`src/rtl/pcirq_pkg.sv`:
```
// Package: shared sizing defaults for the grouped pin-change interrupt block.
// Assumes groups are of equal width and the enable register fits one data word.
package pcirq_pkg;
    localparam int DEF_GROUPS  = 3;
    localparam int DEF_GROUP_W = 8;
    // Pin positions that physically exist; position 15 is absent.
    localparam logic [DEF_GROUPS*DEF_GROUP_W-1:0] DEF_PRESENT = 24'hFF7FFF;
endpackage

```
`src/rtl/pcirq_regs.sv`:
```
// Module: mask and enable registers with a combinational read port.
// Assumes NUM_GROUPS <= GROUP_W so the enable register fits one data word.
// Mask bits of absent pin positions are forced to zero on write.
module pcirq_regs #(
    parameter int NUM_GROUPS = 3,
    parameter int GROUP_W    = 8,
    parameter int ADDR_W     = 2,
    parameter logic [NUM_GROUPS*GROUP_W-1:0] PIN_PRESENT = '1
) (
    input  logic                          clk,
    input  logic                          rst_n,
    input  logic                          we,
    input  logic [ADDR_W-1:0]             addr,
    input  logic [GROUP_W-1:0]            wdata,
    output logic [GROUP_W-1:0]            rdata,
    output logic [NUM_GROUPS*GROUP_W-1:0] mask,
    output logic [NUM_GROUPS-1:0]         enable
);
    localparam logic [ADDR_W-1:0] EN_ADDR = ADDR_W'(NUM_GROUPS);

    genvar g;
    generate
        for (g = 0; g < NUM_GROUPS; g++) begin : g_mask
            // Holds the mask of group g, dropping absent pin positions.
            always_ff @(posedge clk) begin
                if (!rst_n)
                    mask[g*GROUP_W +: GROUP_W] <= '0;
                else if (we && addr == ADDR_W'(g))
                    mask[g*GROUP_W +: GROUP_W] <= wdata & PIN_PRESENT[g*GROUP_W +: GROUP_W];
            end
        end
    endgenerate

    // Holds the per-group interrupt enables.
    always_ff @(posedge clk) begin
        if (!rst_n)
            enable <= '0;
        else if (we && addr == EN_ADDR)
            enable <= wdata[NUM_GROUPS-1:0];
    end

    // Selects the addressed register for reading.
    always_comb begin
        rdata = '0;
        for (int i = 0; i < NUM_GROUPS; i++)
            if (addr == ADDR_W'(i))
                rdata = mask[i*GROUP_W +: GROUP_W];
        if (addr == EN_ADDR)
            rdata[NUM_GROUPS-1:0] = enable;
    end
endmodule

```
`src/rtl/pcirq_detect.sv`:
```
// Module: change-detect pipeline plus asynchronous wake compare.
// Stages: capture, synchronize, masked compare with history, registered group
// change, set pulse. Assumes pins may be asynchronous to clk.
module pcirq_detect #(
    parameter int NUM_GROUPS = 3,
    parameter int GROUP_W    = 8,
    parameter logic [NUM_GROUPS*GROUP_W-1:0] PIN_PRESENT = '1
) (
    input  logic                          clk,
    input  logic                          rst_n,
    input  logic [NUM_GROUPS*GROUP_W-1:0] pins,
    input  logic [NUM_GROUPS*GROUP_W-1:0] mask,
    output logic [NUM_GROUPS-1:0]         set_pulse,
    output logic                          wake
);
    localparam int NUM_PINS = NUM_GROUPS * GROUP_W;

    logic [NUM_PINS-1:0]   pin_cap, pin_sync, pin_hist, pin_chg, mask_eff;
    logic [NUM_GROUPS-1:0] grp_chg, grp_chg_q;

    assign mask_eff = mask & PIN_PRESENT;

    // Captures, synchronizes and remembers the previous synchronized pins.
    always_ff @(posedge clk) begin
        if (!rst_n) begin
            pin_cap  <= '0;
            pin_sync <= '0;
            pin_hist <= '0;
        end else begin
            pin_cap  <= pins;
            pin_sync <= pin_cap;
            pin_hist <= pin_sync;
        end
    end

    // Marks masked pins whose synchronized level moved in either direction.
    always_comb pin_chg = (pin_sync ^ pin_hist) & mask_eff;

    genvar g;
    generate
        for (g = 0; g < NUM_GROUPS; g++) begin : g_or
            assign grp_chg[g] = |pin_chg[g*GROUP_W +: GROUP_W];
        end
    endgenerate

    // Registers the group change, then forms the one-cycle set pulse.
    always_ff @(posedge clk) begin
        if (!rst_n) begin
            grp_chg_q <= '0;
            set_pulse <= '0;
        end else begin
            grp_chg_q <= grp_chg;
            set_pulse <= grp_chg_q;
        end
    end

    // Flags a pending change without needing a clock edge.
    always_comb wake = |((pins ^ pin_sync) & mask_eff);
endmodule

```
`src/rtl/pcirq_flags.sv`:
```
// Module: sticky per-group flags and gated interrupt requests.
// Assumes set_pulse is one cycle wide; a set beats a clear at the same edge.
module pcirq_flags #(
    parameter int NUM_GROUPS = 3
) (
    input  logic                  clk,
    input  logic                  rst_n,
    input  logic [NUM_GROUPS-1:0] set_pulse,
    input  logic [NUM_GROUPS-1:0] clr,
    input  logic [NUM_GROUPS-1:0] enable,
    output logic [NUM_GROUPS-1:0] flag,
    output logic [NUM_GROUPS-1:0] irq
);
    // Keeps flags until cleared, with set taking priority.
    always_ff @(posedge clk) begin
        if (!rst_n)
            flag <= '0;
        else
            flag <= (flag & ~clr) | set_pulse;
    end

    // Gates each flag with its enable.
    always_comb irq = flag & enable;
endmodule

```
`src/rtl/pin_change_irq.sv`:
```
// Module: top of the grouped pin-change interrupt controller.
// Assumes synchronous active-low reset and NUM_GROUPS <= GROUP_W.
module pin_change_irq
    import pcirq_pkg::*;
#(
    parameter int NUM_GROUPS = DEF_GROUPS,
    parameter int GROUP_W    = DEF_GROUP_W,
    parameter logic [NUM_GROUPS*GROUP_W-1:0] PIN_PRESENT = DEF_PRESENT,
    localparam int NUM_PINS  = NUM_GROUPS * GROUP_W,
    localparam int ADDR_W    = $clog2(NUM_GROUPS + 1)
) (
    input  logic                  clk,
    input  logic                  rst_n,
    input  logic [NUM_PINS-1:0]   pins,
    input  logic                  reg_we,
    input  logic [ADDR_W-1:0]     reg_addr,
    input  logic [GROUP_W-1:0]    reg_wdata,
    output logic [GROUP_W-1:0]    reg_rdata,
    input  logic [NUM_GROUPS-1:0] flag_clr,
    output logic [NUM_GROUPS-1:0] flag,
    output logic [NUM_GROUPS-1:0] irq,
    output logic                  wake
);
    logic [NUM_PINS-1:0]   mask;
    logic [NUM_GROUPS-1:0] irq_en;
    logic [NUM_GROUPS-1:0] set_pulse;

    pcirq_regs #(
        .NUM_GROUPS(NUM_GROUPS), .GROUP_W(GROUP_W),
        .ADDR_W(ADDR_W), .PIN_PRESENT(PIN_PRESENT)
    ) u_regs (
        .clk(clk), .rst_n(rst_n), .we(reg_we), .addr(reg_addr),
        .wdata(reg_wdata), .rdata(reg_rdata), .mask(mask), .enable(irq_en)
    );

    pcirq_detect #(
        .NUM_GROUPS(NUM_GROUPS), .GROUP_W(GROUP_W), .PIN_PRESENT(PIN_PRESENT)
    ) u_detect (
        .clk(clk), .rst_n(rst_n), .pins(pins), .mask(mask),
        .set_pulse(set_pulse), .wake(wake)
    );

    pcirq_flags #(
        .NUM_GROUPS(NUM_GROUPS)
    ) u_flags (
        .clk(clk), .rst_n(rst_n), .set_pulse(set_pulse), .clr(flag_clr),
        .enable(irq_en), .flag(flag), .irq(irq)
    );
endmodule

```
`config.mk`:
```
export PLATFORM = sky130hd
export DESIGN_NAME = pin_change_irq
export DESIGN_NICKNAME = d
export VERILOG_FILES = /design/src/rtl/pcirq_pkg.sv /design/src/rtl/pcirq_regs.sv /design/src/rtl/pcirq_detect.sv /design/src/rtl/pcirq_flags.sv /design/src/rtl/pin_change_irq.sv
export SDC_FILE = /design/constraint.sdc
export NUM_CORES = 1
export LEC_CHECK = 0
export ABC_CLOCK_PERIOD_IN_PS = 2100
export BUFFER_PORTS_ARGS = -buffer_cell sky130_fd_sc_hd__clkbuf_2
export CAP_MARGIN = 25
export CORE_UTILIZATION = 55
export DETAILED_ROUTE_END_ITERATION = 6
export PLACE_DENSITY = 0.77
export SLEW_MARGIN = 5
export SYNTH_ARGS = -nofsm -noshare
export SYNTH_HDL_FRONTEND = slang
export SYNTH_SLANG_ARGS = --single-unit
```
`constraint.sdc`:
```
create_clock -name clk -period 2.1 [get_ports clk]
set_input_delay 0.42 -clock clk [delete_from_list [all_inputs] [get_ports clk]]
set_output_delay 0.42 -clock clk [all_outputs]
set_load 0.01 [all_outputs]
```
# After elaboration in Yosys (flattened, before gate mapping)
# Cells that the tools add are included.
[word_totals]
register_bits = 107
in_bits = 40
out_inout_bits = 15
wordCells = 34
[classes]
eq_ne = 3
mux = 4
bitwise = 8
reduce_logical = 9
[ops]
columns = ["cell", "n"]
rows = [
  ["24-bit AND", 2],
  ["24-bit bitwise XOR", 2],
  ["8-bit 2-to-1 mux", 3],
  ["24-bit OR reduction", 1],
  ["8-bit OR reduction", 3],
  ["3-bit AND", 2],
  ["2-bit equality test (second input constant)", 2],
  ["1-bit logical AND", 4],
  ["3-bit 2-to-1 mux", 1],
  ["3-bit NOT", 1],
  ["3-bit OR", 1],
  ["2-bit by 1-bit equality test with 1-bit output (second input constant)", 1],
  ["2-bit zero test", 1],
]

# Depth between registers and ports, before layout
[logic_depth]
ltp_word = 5
mapped_depth = 5
ltp_nobuf = 4

# By module
# From an unflattened synthesis, not the netlist that was laid out.
[hier_totals]
cells_unflattened = 358
hier_area_um2 = 3921.3
[by_module_without_submodules]
columns = ["module", "n_inst", "cells_per_inst", "area_per_inst_um2", "seq_area_each_um2"]
rows = [
  ["pcirq_detect", 1, 231, 2607.5, 1501.4],
  ["pcirq_regs", 1, 115, 1167.4, 520.5],
  ["pcirq_flags", 1, 12, 146.4, 60.1],
]

# Worst setup path before layout
# No wires, ideal clock.
[synth_path]
path_type = "input -> output"
startpoint = "input pins[3]"
endpoint = "output wake"
arrival_time_ns = 1.382
required_ns = 1.680
slack_ns = 0.298
path_stages = 4
n_path_buf = 0
cell_sequence = "xor2_1 -> a222oi_1 -> nand3_1 -> or3_1"
[synth_between]
elab_chain_len = 3
[synth_lines]
columns = ["item", "line", "text"]
rows = [
  ["start, declared", "pin_change_irq.sv:14", "input logic [NUM_PINS-1:0] pins,"],
  ["24-bit bitwise XOR", "pcirq_detect.sv:58", "always_comb wake = |((pins ^ pin_sync) & mask_eff);"],
  ["24-bit AND", "pcirq_detect.sv:58", ""],
  ["24-bit OR reduction", "pcirq_detect.sv:58", ""],
  ["end, declared", "pin_change_irq.sv:22", "output logic wake"],
]
# Every way passes these cells.

# Worst setup path in the final report
[layout_path]
startpoint = "register u_detect.pin_sync[23]"
endpoint = "output wake"
[layout_between]
elab_chain_len = 3
[layout_lines]
columns = ["item", "line", "text"]
rows = [
  ["start, declared", "pcirq_detect.sv:18", "logic [NUM_PINS-1:0] pin_cap, pin_sync, pin_hist, pin_chg, mask_eff;"],
  ["start signal, assigned", "pcirq_detect.sv:31", "pin_sync <= pin_cap;"],
  ["24-bit bitwise XOR", "pcirq_detect.sv:58", ""],
  ["24-bit AND", "pcirq_detect.sv:58", ""],
  ["24-bit OR reduction", "pcirq_detect.sv:58", ""],
]
# Every way passes these cells.

==> out/qor.yml <==
power_and_ir_drop:
  p_leak_nw: 2.071
  peakVddDrop_mv: 0.6178
  p_total_mw: 3.690
  p_per_area_nw_per_um2: 828.4
sta:
  min_period_over_period_pct: 103.8
  post-route-min-period_ns: 2.180
  slew_headroom_pct: 65.99
  fin_worst_skew_ns: 0.01098
  tns_ns: -0.08031
  hold_viol: 0
  finalSetupViolCount: 1
  rsz0062_at_grt: "yes"
  timing.fmax_mhz: 458.7
  setup_slack_ns: -0.08031
  slew_viol_final: 0
  worst_slew_pin_slew_ns: 0.5086
synthesis:
  yosysWarnings: 0
  ys_seq_elements: 104
  avgSynthCellArea_um2: 10.54
  seq_area_frac_synth_pct: 54.40
  synth_area_um2: 3827
  ys_types: 23
  synth_cells: 363
  synth.net_count: 403
global_routing:
  grt_max_degree: 73
  gr-total-overflow: 0
  grt_pass1_wl_um: 12230
  grt_pass1_vias: 2498
  antenna_found_initial: 0
  track_usage_pct: 22.46
layout:
  layout_commonest_cell: "dfxtp_1"
  layout-drive-gt1-share_pct: 21.36
  final_util_pct: 65.93
  num-nets-final: 462
  final_cell_mix: "dfxtp_1 (101), and2_1 (74), clkbuf_2 (53)"
  syn_to_final_growth_pct: 16.38
  nFillCells: 555
  layoutNonFillerInstCount: 506
  num_antenna_cells: 0
die:
  dieArea_um2: 7297
  num_io_pins: 55
  core_area_um2: 6756
  floorplan.die.width_um: 85.42
  dieHeight_um: 85.42
  rows: 30
  initial_utilization_pct: 56.65
setup_path:
  critPathCaptureType: "output pin"
  cp_data_arrival_time_ns: 1.76
  worstPathMaxFanout: 2
  required_ns: 1.68
  critPathKind: "flip-flop to output pin"
  start_kind: "flip-flop"
  slowest_delay_ns: 0.41
  worst_path_max_delay_cell: "or3_4"
  crit_chain: "xor2_2, a22oi_2, nand4_1, or3_4, clkbuf_2"
routing:
  drtPass1Iterations: 5
  drt_wl_total_um: 7612
  drt_iter0_markers: 231
  ant_nets: 0
  vias: 2702
  wl_per_cell_um: 15.04
  post_drt_via_cell_ratio: 5.340
  drcViolationCount: 0
placement:
  place_ws_ns: -0.001156
  portBuffers: 53
  place_inst: 488
  hpwl_um: 5340
  place.gp.congestion: 0.8489
clocking:
  root_buffer: "clkbuf_8"
  htree_levels: 3
  postCtsHoldBufs: 0
  clk_path_buf_depth: 2
  cts_sinks: 104
  clk_latency_ns: 0.36
  tritoncts: "built"
  path_clk_slew_ns: 0.09
  cts_made_buffers: 9
outcome:
  outcome: "finished, violations left"
  violations: "negative setup slack"
flow_run:
  cap_violations: 0
worst_hold_path:
  hp-class: "input pin to flip-flop"
==> sequential cells by signal, indices dropped and copies added (netlist names) <==
signal / flops
u_detect.grp_chg_q: 3
u_detect.pin_cap: 23
u_detect.pin_hist: 23
u_detect.pin_sync: 23
u_detect.set_pulse: 3
u_flags.flag: 3
u_regs.enable: 3
u_regs.mask: 23
==> area by class of cell <==
type	instances	area, um^2	share of cell area, %
Clock buffer	11	131.4	2.949
Timing Repair Buffer	65	355.3	7.978
Tap cell	80	100.1	2.247
Multi-Input combinational cell	238	1697	38.09
Sequential cell	104	2086	46.83
Inverter	4	15.01	0.3371
Clock inverter	4	70.07	1.573
==> path summary, 6_finish.rpt <==
check | start | to | slack (ns) | depth (start not counted)
worst max-delay path | u_detect.pin_sync[23] | wake | -0.08 | 5
worst min-delay path | pins[13] | u_detect.pin_cap[13] | 0.28 | 2
worst max register to register | u_detect.pin_sync[11] | u_detect.grp_chg_q[1] | 0.85 | 4
worst min register to register | u_detect.pin_cap[22] | u_detect.pin_sync[22] | 0.44 | 1
==> kinds of logic (layout without fill, tap and decap cells) <==
logic type,count (synthesis),in the layout,share of synthesized area (%)
and+or+nand+nor,126,126,18.08
DFF,104,104,54.40
xor gates and xnor gates,46,46,10.53
AOI/OAI and AO/OA,40,40,7.028
muxes,26,26,7.780
buffers and inverters,21,84,2.190
==> what timing repair did <==
action	4_1_cts	5_1_grt
pin swaps	7	0
resized for setup	8	1
setup buffers	3	0
endpoints found under the setup margin	1	1
==> where the power goes <==
| part | total [mW] | internal, mW | switching (mW) |
|---|---|---|---|
| clock network | 1.30 | 0.663 | 0.637 |
| logic | 0.296 | 0.144 | 0.152 |
| registers | 2.09 | 2.05 | 0.0487 |
==> cells in the mapped netlist (all sizes together) <==
| cell | number | share of area [%] |
|---|---|---|
| dfxtp | 104 | 54 |
| and2 | 75 | 12 |
| xor2 | 46 | 11 |
| mux2i | 23 | 6.0 |
| nor2 | 22 | 2.2 |
| a22oi | 20 | 3.9 |
| clkbuf | 13 | 1.3 |
| nand2 | 13 | 1.3 |
| a21oi | 11 | 1.4 |
| nand3 | 10 | 1.3 |
| buf | 4 | 0.52 |
| inv | 4 | 0.39 |
| o21ai | 4 | 0.52 |
| mux4 | 3 | 1.8 |
| a222oi | 2 | 0.52 |
| a41oi | 2 | 0.46 |
| nand4 | 2 | 0.33 |
| a31oi | 1 | 0.16 |
| nand3b | 1 | 0.20 |
| nor2b | 1 | 0.16 |
| nor3b | 1 | 0.20 |
| or3 | 1 | 0.16 |
==> metal layers <==
layer / global-route usage [%] / share of wire (%)
met5: 0 / 0
met4: 10.76 / 1.8
met3: 4.086 / 7.2
met2: 34.69 / 46
met1: 30.55 / 45
==> worst max-delay path: cells and delay by family (launching register included) <==
family | cells | cell delay (ns)
AOI/OAI and AO/OA | 1 | 0.21
xor gates and xnor gates | 1 | 0.18
and+or+nand+nor | 2 | 0.52
buffers and inverters | 1 | 0.13
DFF | 1 | 0.35
==> through the flow <==
step	hold slack [ns]	cell area [um^2]
after CTS	0.2656	4449
after global routing	0.2717	4454
final	0.2792	4454
after floorplan	0.4119	3827
after global placement	0.4136	4192
after detailed placement	0.4191	4192
No activity file was read; power rests on OpenSTA's default activity.
